## src/rtl/thr_pkg.sv

```systemverilog
package thr_pkg;

  typedef enum logic [1:0] {
    MODE_OFF     = 2'd0,
    MODE_CLOSED  = 2'd1,
    MODE_DIRECT  = 2'd2,
    MODE_OFF_ALT = 2'd3
  } thrMode_e;

  // Strobes decoded by the control half and consumed by every rank lane.
  typedef struct packed {
    logic closedEn;
    logic directEn;
  } thrStrobes_t;

endpackage

```

## src/rtl/thr_mode_ctrl.sv

```systemverilog
module thr_mode_ctrl
  import thr_pkg::*;
(
  input  logic        clk,
  input  logic        rst,
  input  logic [1:0]  modeSel,
  input  logic        forceRefresh,
  input  logic        anyThrottleNext,
  output thrStrobes_t strobes,
  output logic        refreshDouble
);

  thrMode_e modeNow;

  always_comb begin
    modeNow          = thrMode_e'(modeSel);
    strobes.closedEn = (modeNow == MODE_CLOSED);
    strobes.directEn = (modeNow == MODE_DIRECT);
  end

  always_ff @(posedge clk) begin
    if (rst) begin
      refreshDouble <= 1'b0;
    end else if (strobes.closedEn) begin
      refreshDouble <= anyThrottleNext;
    end else if (strobes.directEn) begin
      refreshDouble <= forceRefresh;
    end else begin
      refreshDouble <= 1'b0;
    end
  end

  // an off mode leaves no refresh request behind
  p_off_refresh_r10: assert property (@(posedge clk) disable iff (rst)
    (!$past(strobes.closedEn) && !$past(strobes.directEn)) |-> !refreshDouble);

  // direct mode copies the software bit
  p_direct_refresh_r9: assert property (@(posedge clk) disable iff (rst)
    $past(strobes.directEn) |-> (refreshDouble == $past(forceRefresh)));

endmodule

```

## src/rtl/thr_rank_lane.sv

```systemverilog
module thr_rank_lane
  import thr_pkg::*;
#(
  parameter int TEMP_W   = 37,
  parameter int SLICE_HI = 36,
  parameter int SLICE_LO = 29,
  parameter int DUTY_W   = 10,
  localparam int SLICE_W = SLICE_HI - SLICE_LO + 1
) (
  input  logic              clk,
  input  logic              rst,
  input  thrStrobes_t       strobes,
  input  logic [TEMP_W-1:0] temp,
  input  logic [SLICE_W-1:0] limit,
  input  logic              forceBit,
  input  logic [DUTY_W-1:0] minRun,
  output logic              throttleNext,
  output logic              throttleQ
);

  logic [SLICE_W-1:0] tempSlice;
  logic               hot;
  logic               demand;
  logic [DUTY_W-1:0]  holdCnt;
  logic [DUTY_W-1:0]  loadVal;
  logic               unusedTempBits;

  assign tempSlice = temp[SLICE_HI:SLICE_LO];

  generate
    if (TEMP_W - 1 > SLICE_HI) begin : g_hiSpare
      assign unusedTempBits = ^{temp[TEMP_W-1:SLICE_HI+1], temp[SLICE_LO-1:0]};
    end else begin : g_noHiSpare
      assign unusedTempBits = ^temp[SLICE_LO-1:0];
    end
  endgenerate

  always_comb begin
    hot          = (tempSlice >= limit);
    demand       = (strobes.closedEn && hot) || (strobes.directEn && forceBit);
    throttleNext = demand && (holdCnt == '0);
    loadVal      = (minRun == '0) ? '0 : (minRun - DUTY_W'(1));
  end

  always_ff @(posedge clk) begin
    if (rst) begin
      throttleQ <= 1'b0;
      holdCnt   <= '0;
    end else begin
      throttleQ <= throttleNext;
      if (throttleQ && !throttleNext) begin
        holdCnt <= loadVal;
      end else if (holdCnt != '0) begin
        holdCnt <= holdCnt - DUTY_W'(1);
      end
    end
  end

  // a rising throttle only follows an exhausted run window
  p_window_closed_r6: assert property (@(posedge clk) disable iff (rst)
    $rose(throttleQ) |-> ($past(holdCnt) == '0));

  // closed-loop throttle needs the slice at or above the limit
  p_closed_hot_r2: assert property (@(posedge clk) disable iff (rst)
    ($past(strobes.closedEn) && throttleQ) |-> $past(hot));

  // direct throttle needs the software bit
  p_direct_force_r7: assert property (@(posedge clk) disable iff (rst)
    ($past(strobes.directEn) && throttleQ) |-> $past(forceBit));

endmodule

```

## src/rtl/thermal_throttle_ctrl.sv

```systemverilog
module thermal_throttle_ctrl
  import thr_pkg::*;
#(
  parameter int NUM_RANKS = 4,
  parameter int TEMP_W    = 37,
  parameter int SLICE_HI  = 36,
  parameter int SLICE_LO  = 29,
  parameter int DUTY_W    = 10,
  localparam int LIM_W    = SLICE_HI - SLICE_LO + 1
) (
  input  logic                        clk,
  input  logic                        rst,
  input  logic [1:0]                  modeSel,
  input  logic [NUM_RANKS*TEMP_W-1:0] virtTemp,
  input  logic [NUM_RANKS*LIM_W-1:0]  rankLimits,
  input  logic [DUTY_W-1:0]           minRunCycles,
  input  logic [NUM_RANKS-1:0]        forceVec,
  input  logic                        forceRefresh,
  output logic [NUM_RANKS-1:0]        throttleMask,
  output logic                        refreshDouble
);

  thrStrobes_t          strobes;
  logic [NUM_RANKS-1:0] throttleNextVec;

  thr_mode_ctrl u_ctrl (
    .clk             (clk),
    .rst             (rst),
    .modeSel         (modeSel),
    .forceRefresh    (forceRefresh),
    .anyThrottleNext (|throttleNextVec),
    .strobes         (strobes),
    .refreshDouble   (refreshDouble)
  );

  generate
    for (genvar r = 0; r < NUM_RANKS; r++) begin : g_lane
      thr_rank_lane #(
        .TEMP_W   (TEMP_W),
        .SLICE_HI (SLICE_HI),
        .SLICE_LO (SLICE_LO),
        .DUTY_W   (DUTY_W)
      ) u_lane (
        .clk          (clk),
        .rst          (rst),
        .strobes      (strobes),
        .temp         (virtTemp[r*TEMP_W +: TEMP_W]),
        .limit        (rankLimits[r*LIM_W +: LIM_W]),
        .forceBit     (forceVec[r]),
        .minRun       (minRunCycles),
        .throttleNext (throttleNextVec[r]),
        .throttleQ    (throttleMask[r])
      );
    end
  endgenerate

  // closed-loop refresh request mirrors the throttled set
  p_refresh_tracks_r8: assert property (@(posedge clk) disable iff (rst)
    $past(modeSel == 2'd1) |-> (refreshDouble == (|throttleMask)));

  // off modes clear every mask bit
  p_off_mask_r10: assert property (@(posedge clk) disable iff (rst)
    ($past(modeSel) == 2'd0 || $past(modeSel) == 2'd3) |-> (throttleMask == '0));

  // the edge after a reset cycle leaves both outputs low
  p_reset_clear_r1: assert property (@(posedge clk)
    $past(rst) |-> (throttleMask == '0 && !refreshDouble));

endmodule

```

## config.mk

```make
export PLATFORM = sky130hd
export DESIGN_NAME = thermal_throttle_ctrl
export DESIGN_NICKNAME = d
export VERILOG_FILES = /design/src/rtl/thr_pkg.sv /design/src/rtl/thr_mode_ctrl.sv /design/src/rtl/thr_rank_lane.sv /design/src/rtl/thermal_throttle_ctrl.sv
export SDC_FILE = /design/constraint.sdc
export NUM_CORES = 1
export LEC_CHECK = 0
export BUFFER_PORTS_ARGS = -buffer_cell sky130_fd_sc_hd__buf_4
export CAP_MARGIN = 15
export CORE_ASPECT_RATIO = 1.4
export CORE_MARGIN = 3
export CORE_UTILIZATION = 44
export DETAILED_ROUTE_END_ITERATION = 8
export MAX_ROUTING_LAYER = met4
export PLACE_DENSITY_LB_ADDON = 0.25
export RECOVER_POWER = 25
export SLEW_MARGIN = 20
export SYNTH_ARGS = -nofsm -noshare
export SYNTH_HDL_FRONTEND = slang
export SYNTH_SLANG_ARGS = --single-unit
```

## constraint.sdc

```tcl
create_clock -name clk -period 2.7 [get_ports clk]
set_input_delay 0 -clock clk [delete_from_list [all_inputs] [get_ports clk]]
set_output_delay 0 -clock clk [all_outputs]
set_load 0.1 [all_outputs]
```

# Yosys cells after proc, flatten, opt, wreduce, memory -nomap -nowiden
# Index checks and enable logic that the tools add are counted.
[totals]
register_bits = 45
elab_cells = 69
out_inout_bits = 5
inputBits = 199
[op_classes]
reduce_logical = 38
eq_ne = 2
mux = 11
addsub = 5
magnitude_cmp = 4
[ops]
columns = ["operator", "n"]
rows = [
  ["2-to-1 mux 10 bit", 9],
  ["logical NOT 10 bit", 5],
  ["subtractor 10 x 1 -> 10 bit (second input constant)", 5],
  ["nonzero test 10 bit", 4],
  [">= comparator 8 bit", 4],
  ["logical AND 1 bit", 16],
  ["nonzero test 2 bit", 4],
  ["logical NOT 1 bit", 4],
  ["logical OR 1 bit", 4],
  ["OR reduction 4 bit", 1],
  ["== test 2 x 1 -> 1 bit (second input constant)", 1],
  ["== test 2 bit (second input constant)", 1],
  ["2-to-1 mux 1 bit", 2],
]

# Logic depth before layout (Yosys ltp)
[depth]
depth_word = 7
ltp_mapped = 10
mapped_depth_nobuf = 8

# Cells and area by module
# From an unflattened synthesis, not the netlist that was laid out.
[hier_totals]
cells_unflattened = 546
area_unflattened_um2 = 4326.6
[by_module_without_submodules]
columns = ["module", "cells_each", "instances", "area_each_um2"]
rows = [
  ["thr_rank_lane (g_lane[1].u_lane ...)", 135, 3, 1052.3],
  ["thr_rank_lane (g_lane[0].u_lane)", 134, 1, 1103.6],
  ["thr_mode_ctrl", 6, 1, 58.8],
  ["thermal_throttle_ctrl", 1, 1, 7.5],
]

# Least setup slack after synthesis
# No wires, ideal clock.
[synth_path]
path_type = "register to register"
startpoint = "register g_lane[0].u_lane.holdCnt[0]"
endpoint = "register g_lane[0].u_lane.holdCnt[8]"
setup_slack_ns = 0.733
synth_period_minus_slack_ns = 1.967
required_time_ns = 2.579
t_arrival_ns = 1.846
n_path_buf = 2
path_stages_with_launch = 10
cell_sequence = "dfxtp_1 inv_1 ha_1 nor3b_4 and4b_1 buf_4 nor2b_4 a21bo_4 buf_6 mux2_4"
[synth_via]
elab_chain_cells = 5
word_cells_on_any_way = 9
classes_between = "1 x add/sub; 2 x mux; 6 x reduce/logical"
[synth_lines]
columns = ["item", "line_no", "source"]
rows = [
  ["from (decl)", "thr_rank_lane.sv:24", "logic [DUTY_W-1:0] holdCnt;"],
  ["from (signal assigned)", "thr_rank_lane.sv:52", "holdCnt <= loadVal;"],
  ["from (signal assigned)", "thr_rank_lane.sv:54", "holdCnt <= holdCnt - DUTY_W'(1);"],
  ["branches (longest 5 deep; another with subtractor 10 x 1 -> 10 bit)", "n/a", ""],
]
# Several ways; the timed one is not identified. The select of a mux whose other input is x is not followed.
# A chain may end at the register's enable or synchronous reset.

# Worst setup path in the final report
[layout_path]
startpoint = "register g_lane[0].u_lane.holdCnt[0]"
endpoint = "register g_lane[0].u_lane.holdCnt[6]"
# The elaborated chain is that of the path after synthesis.

==> run_results.csv <==
group,metric,value,unit
synth,yosys_warnings,0,
placed_design,hpwl,7261,um
setup_path,crit_slowest_cell,"nor3b_1",
setup_path,crit_required,2.93,ns
synth,synth_seq_cells,45,
cts,cts_hold_buf,0,
cts,h-tree-depth,2,
cts,cts_tree,"yes",
setup_path,arrival,2.54,ns
cells_and_area,final_common_cell,"buf_4",
cts,clk_pin_slew,0.08,ns
power_and_ir_drop,ir_drop,453.8,uV
detailed_routing,dr.first_iter.drc_count,156,
setup_path,criticalPathCategory,"flop to flop",
cells_and_area,diodes,0,
sta,hold_ws,0.05109,ns
sta,fin_crit,2.312,ns
floorplanning,io_pins,204,
power_and_ir_drop,power_density,813.1,nW/um2
floorplanning,die_h,114.2,um
setup_path,cp_max_fo,12,
job,maxCapViolCount,0,
cts,cts.sinks,45,
setup_path,startpoint_type,"flop",
detailed_routing,avgRoutedWirePerCell,14.69,um
detailed_routing,ant_nets,0,
synth,ys.flop_type,"dfxtp_1",
cts,cts_buffers,5,
cts,cts_setup_buffers,0,
detailed_routing,met1_length,3626,um
global_route,grt_overflow,0,
detailed_routing,wl_met3,314,um
detailed_routing,vias,3391,
floorplanning,core_area,7940,um2
synth,ys_seq_area_frac,0.2450,
cells_and_area,nNetsFinal,750,
setup_path,reg2reg_setup_slack,0.39,ns
sta,rsz0062_at_grt,"no",
setup_path,r2r_cells,8,
global_route,antenna_found_initial,0,
synth,synth-edff-count,0,
global_route,grt_max_degree,52,
setup_path,path_cells,"inv_1 > ha_1 > nor3b_1 > and4b_1 > nor2b_4 > a21bo_4 > mux2_2 > nor2_1",
placed_design,gp_congestion,0.8243,
cells_and_area,drive_above_1_share,0.2583,
power_and_ir_drop,p_total,3611,uW
cells_and_area,fin_util,0.5593,
floorplanning,chipWidth,83.27,um
power_and_ir_drop,leakage,0.002068,uW
detailed_routing,first_pass_iters,4,
synth,synth_top_area_share,0.2450,
sta,finalSetupViolations,0,
synth,synthCells,432,
sta,skew,0.008538,ns
global_route,grt_pass1_vias,3462,
setup_path,crit_path_end_kind,"flop",
setup_path,slowest_delay,0.47,ns
synth,synth.avg_cell_area,8.512,um2
floorplanning,row_count,38,
sta,tightest_slew,1.194,ns
sta,slew_headroom,0.2076,
cts,cts_resized,0,
cts,worstSkewPairLatency,0.30,ns
synth,yosys.area.top_type,"dfxtp_1",
cells_and_area,syn_to_final_growth,20.76,%
cts,root_buffer,"clkbuf_8",
worst_hold_path,whs_path_depth,3,
worst_hold_path,holdCritPathClass,"primary input to flop",
synth,syn-num-nets,668,
floorplanning,start_util,0.4631,
synth,synth_area,3677,um2
sta,drv_slew,0,
status,status,"finished, final reports clean",
cts,clock_tree.buffer_depth,2,
global_route,grt_usage,0.1980,
placed_design,pre_cts_ws,0.6212,ns
floorplanning,dieArea,9506,um2
synth,synth_cell_types,64,
sta,tns,0,ns
sta,hold_viol_final,0,
synth,yosys-top-cells-area,"dfxtp_1 (24%), ha_1 (13%), inv_1 (4.8%), nor2_1 (4.2%), xnor2_1 (3.8%)",
detailed_routing,vias_per_cell,5.514,
detailed_routing,drt_wl_total,9035,um
synth,async_reset_ff_frac,0,
sta,timing.final.crit_share,0.8564,
global_route,grt_pass1_wl,15180,um
detailed_routing,wl_met2,4829,um
sta,worst_slack,0.3877,ns
detailed_routing,highest_layer,"met4",
cells_and_area,final_cell_mix,"buf_4 (87), inv_1 (47), dfxtp_1 (45)",
sta,clock.fmax,0.4325,GHz
placed_design,io_buffers,87,
detailed_routing,drc,0,
## per-stage QoR
| stage | cell area, um2 | std cells |
|---|---|---|
| 6_report | 4441 | 615 |
| 5_1_grt | 4441 | 615 |
| 4_1_cts | 4474 | 615 |
| 3_5_place_dp | 4358 | 607 |
| 3_3_place_gp | 4358 | 607 |
| 2_1_floorplan | 3677 | 432 |
## worst max-delay path: cells and delay by family (launching register included)
kind / cells / cell delay [ns]
adders and majority gates: 1 / 0.17
buffers and inverters: 1 / 0.07
muxes: 1 / 0.35
AOI/OAI and AO/OA: 1 / 0.23
DFF: 1 / 0.35
and+or+nand+nor: 4 / 1.09
## power by group
group	total [uW]	switching, uW	internal (uW)
sequential	1130	245	882
clock	536	234	302
combinational	1950	937	1010
total	3610	1420	2200
## flip-flops by register name, summed over array words and instances, names as in the netlist
name	count
u_ctrl.refreshDouble	1
g_lane.u_lane.throttleQ	4
g_lane.u_lane.holdCnt	40
## logic make-up (layout without fill, tap and decap cells)
| group | count (synthesis) | in the layout | synth area share |
|---|---|---|---|
| xor gates and xnor gates | 23 | 23 | 0.05478 |
| adders and majority gates | 37 | 37 | 0.1259 |
| DFF | 45 | 45 | 0.2450 |
| buffers and inverters | 64 | 147 | 0.08472 |
| and+or+nand+nor | 159 | 159 | 0.2688 |
| muxes | 21 | 21 | 0.06192 |
| AOI/OAI and AO/OA | 83 | 83 | 0.1589 |
## layer usage
metal	global-route usage	vias up
li1	-	1705
met1	0.2085	1584
met2	0.3763	82
met3	0.02664	20
met4	0.06870	0
met5	-	-
## path summary, 6_finish.rpt
kind,startpoint,end
min reg2reg,g_lane[3].u_lane.holdCnt[1],g_lane[3].u_lane.holdCnt[1]
max,g_lane[0].u_lane.holdCnt[0],g_lane[0].u_lane.holdCnt[6]
min,forceRefresh,u_ctrl.refreshDouble
max reg2reg,g_lane[0].u_lane.holdCnt[0],g_lane[0].u_lane.holdCnt[6]
## synthesized netlist by cell type (3+ instances only)
library cell  instances
inv_1                47
dfxtp_1              45
nor2_1               41
ha_1                 37
a21oi_1              20
nor3_1               19
nand2_1              18
xnor2_1              16
mux2i_1              13
o21ai_0              12
nand3_1              10
o31ai_1              10
nand2b_1              9
or4_1                 9
nor2b_1               8
buf_4                 7
or3_1                 7
xor2_1                7
mux2_2                6
a31oi_1               5
o21a_1                5
or4_2                 5
a211oi_1              4
a21o_1                4
a221oi_1              4
buf_6                 4
nand3b_1              3
nand4_1               3
nor3b_4               3
nor4_4                3
or4_4                 3
## final cells by class
| class | instances | area (um2) |
|---|---|---|
| clock inverter | 1 | 30.03 |
| sequential | 45 | 900.9 |
| clock buffer | 7 | 86.33 |
| inverter | 47 | 176.4 |
| tap | 100 | 125.1 |
| timing repair buffer | 92 | 671.9 |
| fill | 757 | 3500 |
| multi-input combinational | 323 | 2450 |
No activity file was read; power rests on OpenSTA's default activity.
